`config.mk`:
```
export PLATFORM = sky130hd
export DESIGN_NAME = wsmx_engine
export DESIGN_NICKNAME = d
export VERILOG_FILES = /design/src/rtl/wsmx_pkg.sv /design/src/rtl/wsmx_ctrl.sv /design/src/rtl/wsmx_pe.sv /design/src/rtl/wsmx_array.sv /design/src/rtl/wsmx_engine.sv
export SDC_FILE = /design/constraint.sdc
export NUM_CORES = 1
export LEC_CHECK = 0
export ABC_AREA = 0
export CAP_MARGIN = 20
export CELL_PAD_IN_SITES_DETAIL_PLACEMENT = 2
export CELL_PAD_IN_SITES_GLOBAL_PLACEMENT = 2
export CORE_ASPECT_RATIO = 0.8
export CORE_MARGIN = 2
export CORE_UTILIZATION = 41
export DETAILED_ROUTE_END_ITERATION = 10
export PLACE_DENSITY = 0.84
export SYNTH_ARGS = -nofsm -noshare
export SYNTH_HDL_FRONTEND = slang
export SYNTH_SLANG_ARGS = --single-unit
export TNS_END_PERCENT = 20
```
`constraint.sdc`:
```
create_clock -name clk -period 7.65 [get_ports clk]
set_input_delay 1.1475 -clock clk [delete_from_list [all_inputs] [get_ports clk]]
set_output_delay 1.1475 -clock clk [all_outputs]
set_load 0.005 [all_outputs]
```
`src/rtl/wsmx_pkg.sv`:
```
package wsmx_pkg;

  typedef enum logic [2:0] {
    PH_IDLE   = 3'd0,
    PH_LOAD_W = 3'd1,
    PH_SWITCH = 3'd2,
    PH_FEED   = 3'd3,
    PH_DRAIN  = 3'd4,
    PH_DONE   = 3'd5
  } phase_e;

  function automatic int max_int(input int a, input int b);
    return (a > b) ? a : b;
  endfunction

endpackage

```
`src/rtl/wsmx_ctrl.sv`:
```
module wsmx_ctrl
  import wsmx_pkg::*;
#(
  parameter int ROWS = 2,
  parameter int COLS = 2
) (
  input  logic               clk,
  input  logic               rst_n,
  input  logic               start_i,
  output phase_e             phase_o,
  output logic [$clog2(max_int(ROWS, COLS) + 1)-1:0] step_o,
  output logic               busy_o,
  output logic               done_o
);
  localparam int CNT_W = $clog2(max_int(ROWS, COLS) + 1);

  phase_e             state_q, state_d;
  logic [CNT_W-1:0]   cnt_q, cnt_d;

  always_comb begin
    state_d = state_q;
    cnt_d   = cnt_q;
    unique case (state_q)
      PH_IDLE, PH_DONE: if (start_i) state_d = PH_LOAD_W;
      PH_LOAD_W:        state_d = PH_SWITCH;
      PH_SWITCH: begin
        state_d = PH_FEED;
        cnt_d   = '0;
      end
      PH_FEED: begin
        if (cnt_q == CNT_W'(ROWS - 1)) begin
          state_d = PH_DRAIN;
          cnt_d   = '0;
        end else begin
          cnt_d = cnt_q + 1'b1;
        end
      end
      PH_DRAIN: begin
        if (cnt_q == CNT_W'(COLS - 1)) begin
          state_d = PH_DONE;
          cnt_d   = '0;
        end else begin
          cnt_d = cnt_q + 1'b1;
        end
      end
      default: state_d = PH_IDLE;
    endcase
  end

  always_ff @(posedge clk or negedge rst_n) begin
    if (!rst_n) begin
      state_q <= PH_IDLE;
      cnt_q   <= '0;
    end else begin
      state_q <= state_d;
      cnt_q   <= cnt_d;
    end
  end

  assign phase_o = state_q;
  assign step_o  = cnt_q;
  assign busy_o  = (state_q != PH_IDLE) && (state_q != PH_DONE);
  assign done_o  = (state_q == PH_DONE);

endmodule

```
`src/rtl/wsmx_pe.sv`:
```
module wsmx_pe #(
  parameter int DATA_W = 8,
  parameter int ACC_W  = 16
) (
  input  logic                     clk,
  input  logic                     rst_n,
  input  logic                     clear_i,
  input  logic                     load_w_i,
  input  logic                     switch_i,
  input  logic signed [DATA_W-1:0] wgt_i,
  input  logic signed [DATA_W-1:0] act_i,
  input  logic                     act_vld_i,
  input  logic        [ACC_W-1:0]  psum_i,
  output logic signed [DATA_W-1:0] act_o,
  output logic                     act_vld_o,
  output logic        [ACC_W-1:0]  psum_o
);
  localparam int PROD_W = 2 * DATA_W;

  logic signed [DATA_W-1:0] w_shadow_q, w_active_q;
  logic signed [PROD_W-1:0] prod;
  logic        [ACC_W-1:0]  prod_ext;

  assign prod     = act_i * w_active_q;
  assign prod_ext = ACC_W'(prod);

  always_ff @(posedge clk or negedge rst_n) begin
    if (!rst_n) begin
      w_shadow_q <= '0;
      w_active_q <= '0;
      act_o      <= '0;
      act_vld_o  <= 1'b0;
      psum_o     <= '0;
    end else begin
      if (load_w_i) w_shadow_q <= wgt_i;
      if (switch_i) w_active_q <= w_shadow_q;
      if (clear_i) begin
        act_o     <= '0;
        act_vld_o <= 1'b0;
        psum_o    <= '0;
      end else begin
        act_o     <= act_i;
        act_vld_o <= act_vld_i;
        psum_o    <= psum_i + prod_ext;
      end
    end
  end

endmodule

```
`src/rtl/wsmx_array.sv`:
```
module wsmx_array #(
  parameter int ROWS   = 2,
  parameter int COLS   = 2,
  parameter int DATA_W = 8,
  parameter int ACC_W  = 16
) (
  input  logic                          clk,
  input  logic                          rst_n,
  input  logic                          clear_i,
  input  logic                          load_w_i,
  input  logic                          switch_i,
  input  logic [ROWS*COLS*DATA_W-1:0]   wgt_i,
  input  logic [ROWS*DATA_W-1:0]        row_act_i,
  input  logic [ROWS-1:0]               row_vld_i,
  output logic [ROWS*COLS*ACC_W-1:0]    psum_o,
  output logic [ROWS*COLS-1:0]          vld_o
);
  logic [DATA_W-1:0] act_q  [ROWS][COLS];
  logic              vld_q  [ROWS][COLS];
  logic [ACC_W-1:0]  psum_q [ROWS][COLS];

  for (genvar r = 0; r < ROWS; r++) begin : g_row
    for (genvar c = 0; c < COLS; c++) begin : g_col
      logic [DATA_W-1:0] a_in;
      logic              v_in;
      logic [ACC_W-1:0]  p_in;

      if (c == 0) begin : g_west
        assign a_in = row_act_i[r*DATA_W +: DATA_W];
        assign v_in = row_vld_i[r];
      end else begin : g_inner
        assign a_in = act_q[r][c-1];
        assign v_in = vld_q[r][c-1];
      end

      if (r == 0) begin : g_top
        assign p_in = '0;
      end else begin : g_below
        assign p_in = psum_q[r-1][c];
      end

      wsmx_pe #(.DATA_W(DATA_W), .ACC_W(ACC_W)) pe_i (
        .clk       (clk),
        .rst_n     (rst_n),
        .clear_i   (clear_i),
        .load_w_i  (load_w_i),
        .switch_i  (switch_i),
        .wgt_i     (wgt_i[(r*COLS+c)*DATA_W +: DATA_W]),
        .act_i     (a_in),
        .act_vld_i (v_in),
        .psum_i    (p_in),
        .act_o     (act_q[r][c]),
        .act_vld_o (vld_q[r][c]),
        .psum_o    (psum_q[r][c])
      );

      assign psum_o[(r*COLS+c)*ACC_W +: ACC_W] = psum_q[r][c];
      assign vld_o[r*COLS+c]                    = vld_q[r][c];
    end
  end

endmodule

```
`src/rtl/wsmx_engine.sv`:
```
module wsmx_engine
  import wsmx_pkg::*;
#(
  parameter int ROWS   = 2,
  parameter int COLS   = 2,
  parameter int DATA_W = 8,
  parameter int ACC_W  = 16
) (
  input  logic                        clk,
  input  logic                        rst_n,
  input  logic                        start_i,
  input  logic [ROWS*COLS*DATA_W-1:0] weight_i,
  input  logic [ROWS*DATA_W-1:0]      act_i,
  output logic                        busy_o,
  output logic                        done_o,
  output logic [ROWS*COLS*ACC_W-1:0]  result_o
);
  localparam int CNT_W = $clog2(max_int(ROWS, COLS) + 1);
  localparam int NPE   = ROWS * COLS;

  phase_e                  phase;
  logic [CNT_W-1:0]        step;
  logic                    load_w, switch_w;
  logic [ROWS*DATA_W-1:0]  act_hold_q;
  logic [ROWS*DATA_W-1:0]  row_act;
  logic [ROWS-1:0]         row_vld;
  logic [NPE*ACC_W-1:0]    pe_psum;
  logic [NPE-1:0]          pe_vld;
  logic [NPE*ACC_W-1:0]    res_q;

  wsmx_ctrl #(.ROWS(ROWS), .COLS(COLS)) ctrl_i (
    .clk     (clk),
    .rst_n   (rst_n),
    .start_i (start_i),
    .phase_o (phase),
    .step_o  (step),
    .busy_o  (busy_o),
    .done_o  (done_o)
  );

  assign load_w   = (phase == PH_LOAD_W);
  assign switch_w = (phase == PH_SWITCH);

  always_ff @(posedge clk or negedge rst_n) begin
    if (!rst_n)      act_hold_q <= '0;
    else if (load_w) act_hold_q <= act_i;
  end

  for (genvar r = 0; r < ROWS; r++) begin : g_skew
    assign row_vld[r] = (phase == PH_FEED) && (step == CNT_W'(r));
    assign row_act[r*DATA_W +: DATA_W] =
      row_vld[r] ? act_hold_q[r*DATA_W +: DATA_W] : '0;
  end

  wsmx_array #(
    .ROWS(ROWS), .COLS(COLS), .DATA_W(DATA_W), .ACC_W(ACC_W)
  ) array_i (
    .clk       (clk),
    .rst_n     (rst_n),
    .clear_i   (load_w),
    .load_w_i  (load_w),
    .switch_i  (switch_w),
    .wgt_i     (weight_i),
    .row_act_i (row_act),
    .row_vld_i (row_vld),
    .psum_o    (pe_psum),
    .vld_o     (pe_vld)
  );

  always_ff @(posedge clk or negedge rst_n) begin
    if (!rst_n) begin
      res_q <= '0;
    end else begin
      for (int r = 0; r < ROWS; r++) begin
        for (int c = 0; c < COLS; c++) begin
          if (pe_vld[r*COLS+c])
            res_q[(c*ROWS+r)*ACC_W +: ACC_W] <= pe_psum[(r*COLS+c)*ACC_W +: ACC_W];
        end
      end
    end
  end

  assign result_o = res_q;

endmodule

```
==> results.toml <==
[run_status]
outcome = "complete, no violations"

[global_routing]
antenna_found_initial = 0
grt_pass1_wl_um = 90650
grt_max_degree = 133
gr-total-overflow = 0
grt_pass1_vias = 16020
grt_use_total_pct = 24.44

[drt]
drt-initial-drc-count = 673
avgRoutedWirePerCell_um = 22.38
vias = 13040
drc = 0
totalWireLength_um = 56740
dr.pass1.iters = 5
vias_per_cell = 5.145
antenna_left = 0

[yosys]
yosys_warnings = 0
synthCells = 1804
syn_area_per_cell_um2 = 10.49
synth-edff-count = 0
yosysUniqueCellTypes = 53
synthFlopType = "dfrtp_1"
syn_area_um2 = 18920
yosysSeqAreaShare_pct = 30.82
syn_nets = 2239
synthArstFlopShare_pct = 100.0
ys_ff_latch = 233

[setup_path]
cp_num_buf_inv = 5
slowest_delay_ps = 790
cp_cell_sequence = "inv_2 > nand2_4 > nor4b_4 > buf_4 > and2_1 > nand2_1 > fa_1 > inv_1 > fa_1 > inv_1 > fa_1 > fa_1 > inv_1 > ha_1 > a21oi_1 > o21ai_0 > a2111oi_0 > o31ai_1 > xnor2_1 > nor2_1"
critPathMaxFanout = 32
r2r_start = "ctrl_i.phase_o[2]$_DFFE_PN0P_"
cp.required_ps = 8100
cp-end-kind = "register"
cpMostUsedCell = "fa_1"
slowest_stage = "nor4b_4"
critPathLaunch = "ctrl_i.phase_o[2]$_DFFE_PN0P_"
crit_arrival_ps = 6890
startpoint_type = "register"
path_class = "reg -> reg"
crit_family = "adder cells"

[clock_network]
ctsResizeCount = 0
cts_hold_buffers = 0
cts_tree = "built"
htreeDepth = 1
clk_pin_slew_ps = 70
clk_path_buf_depth = 3
clock_latency_ps = 590
cts-root-buf = "clkbuf_16"
numCtsBuffers = 27
cts_setup_buffers = 0
clock-sinks = 233

[placed_design]
place_area_um2 = 20710
dp_slack_ps = 1434
port_buffers = 116
hpwl_um = 42110
gp_congestion = 0.8407

[worst_hold_path]
hp-start = "array_i.g_row[1].g_col[0].pe_i.psum_o[12]$_DFF_PN0_"
min_path_type = "reg -> reg"

[power]
leakage_nw = 10.81
cellPowerDensity_nw_per_um2 = 484.2
vdd_drop_max_uv = 209.4

[sta]
layout_setup_ws_ps = 1204
fin_tns_setup_ps = 0
rsz0062_at_grt = "false"
relSlewSlack_pct = 42.29
worst_slew_pin_slew_ps = 861.9
fin_crit_sh_pct = 84.27
fin_crit_ps = 6446
fmax_mhz = 155.1
final_max_slew_viol_count = 0
setup_viol = 0
fin_skew_ps = 29.77
hold_viol = 0
worst_hold_slack_ps = 475.7

[final_layout]
final_nets = 2337
syn2layout_area_growth_pct = 14.50
final_common_cell = "inv_1"
final_cell_mix = "inv_1, nand2_1, fa_1"
final_layout_size_suffix_gt1_share_pct = 8.320
stdcell_area_um2 = 21660
fillers = 4756
antenna-diode-count = 0

[run]
cap_viol_max_count = 0

[floorplanning]
dieArea_um2 = 47890
ioPinCount = 117
dieWidth_um = 244.2
fp.dieH_um = 196.1
rows = 70
core_um2 = 45630
start_util_pct = 41.46
==> per-layer routing <==
metal  routed length, um  track usage [%]  up-vias
met5                  96            1.521        -
met4                1812            7.340        2
met3                1596            2.859      100
met2               29530            45.08      236
met1               23710            29.80     6922
li1                    -                -     5782
==> cells in the mapped netlist (2+ instances only) <==
cell	number	share of area [%]
a21oi_1	29	0.77
o2111ai_1	2	0.093
nand2b_1	18	0.60
inv_1	313	6.2
a211o_1	2	0.093
o21a_1	15	0.60
and2_0	2	0.066
buf_2	9	0.24
and2_1	111	3.7
clkinv_1	2	0.040
a31oi_1	4	0.13
buf_1	5	0.099
nor2_1	56	1.1
nand2_1	255	5.1
o21bai_1	4	0.16
a21o_1	6	0.24
and4_1	3	0.14
fa_1	252	27
mux2_2	92	5.5
a211oi_1	5	0.20
nor2_2	2	0.066
a211oi_2	2	0.13
nor4_1	4	0.13
or3_1	5	0.17
dfrtp_1	233	31
xnor2_1	46	2.1
or4_1	2	0.079
o211ai_1	2	0.079
nor3b_1	3	0.12
mux2i_1	3	0.16
nor3_2	4	0.21
o21ai_0	31	0.82
ha_1	132	8.7
xor2_1	13	0.60
nor3_1	21	0.56
nor2b_1	7	0.23
clkbuf_1	37	0.73
and3_1	57	1.9
==> stage by stage <==
stage,util (%),power (mW),instances
after floorplan,-,6.709,1804
after detailed placement,45.38,9.017,2484
after global placement,45.34,8.315,2483
after CTS,47.41,10.61,2534
after global routing,47.47,11.52,2535
final,47.47,10.49,2535
==> worst paths after layout <==
path                                                                       endpoint  slack (ps)  cells past startpoint
worst max-delay path            array_i.g_row[0].g_col[0].pe_i.psum_o[14]$_DFF_PN0_        1200                     20
worst min-delay path                                       result_o[28]$_DFFE_PN0P_         480                      1
worst max register to register  array_i.g_row[0].g_col[0].pe_i.psum_o[14]$_DFF_PN0_        1200                     20
worst min register to register                             result_o[28]$_DFFE_PN0P_         480                      1
max in group asynchronous         array_i.g_row[0].g_col[0].pe_i.act_o[6]$_DFF_PN0_        5730                      2
min in group asynchronous                                  result_o[59]$_DFFE_PN0P_         610                      1
==> area by class of cell <==
cell class / instances / area, um^2 / share of cell area (%)
multi-input combinational: 1202 / 11700 / 54.00
sequential: 233 / 5831 / 26.91
timing repair buffer: 122 / 1256 / 5.799
inverter: 316 / 1186 / 5.475
tap: 612 / 765.7 / 3.535
clock buffer: 36 / 749.5 / 3.460
clock inverter: 14 / 177.7 / 0.8201
==> cell families after synthesis <==
family,after synthesis,synth area share (%)
AND/OR/NAND/NOR,555,14.38
XOR/XNOR,59,2.731
AO/OA/AOI/OAI,109,3.637
flip-flops,233,30.82
adder cells (fa/ha/maj),384,35.39
multiplexers,95,5.635
buffers and inverters,369,7.407
==> state kept, by name (all words and copies together), names as in the netlist <==
register,count
array_i.g_row.g_col.pe_i.act_vld_o,4
ctrl_i.phase_o,3
ctrl_i.step_o,2
array_i.g_row.g_col.pe_i.w_active_q,32
act_hold_q,16
array_i.g_row.g_col.pe_i.psum_o,64
result_o,64
array_i.g_row.g_col.pe_i.w_shadow_q,32
array_i.g_row.g_col.pe_i.act_o,16
==> where the power goes <==
part | internal, mW | switching, mW | total (mW)
clock network | 0.795 | 0.587 | 1.38
registers | 1.82 | 0.723 | 2.54
logic | 2.90 | 3.67 | 6.57
total | 5.51 | 4.98 | 10.5
(Power assumes the default switching activity.)
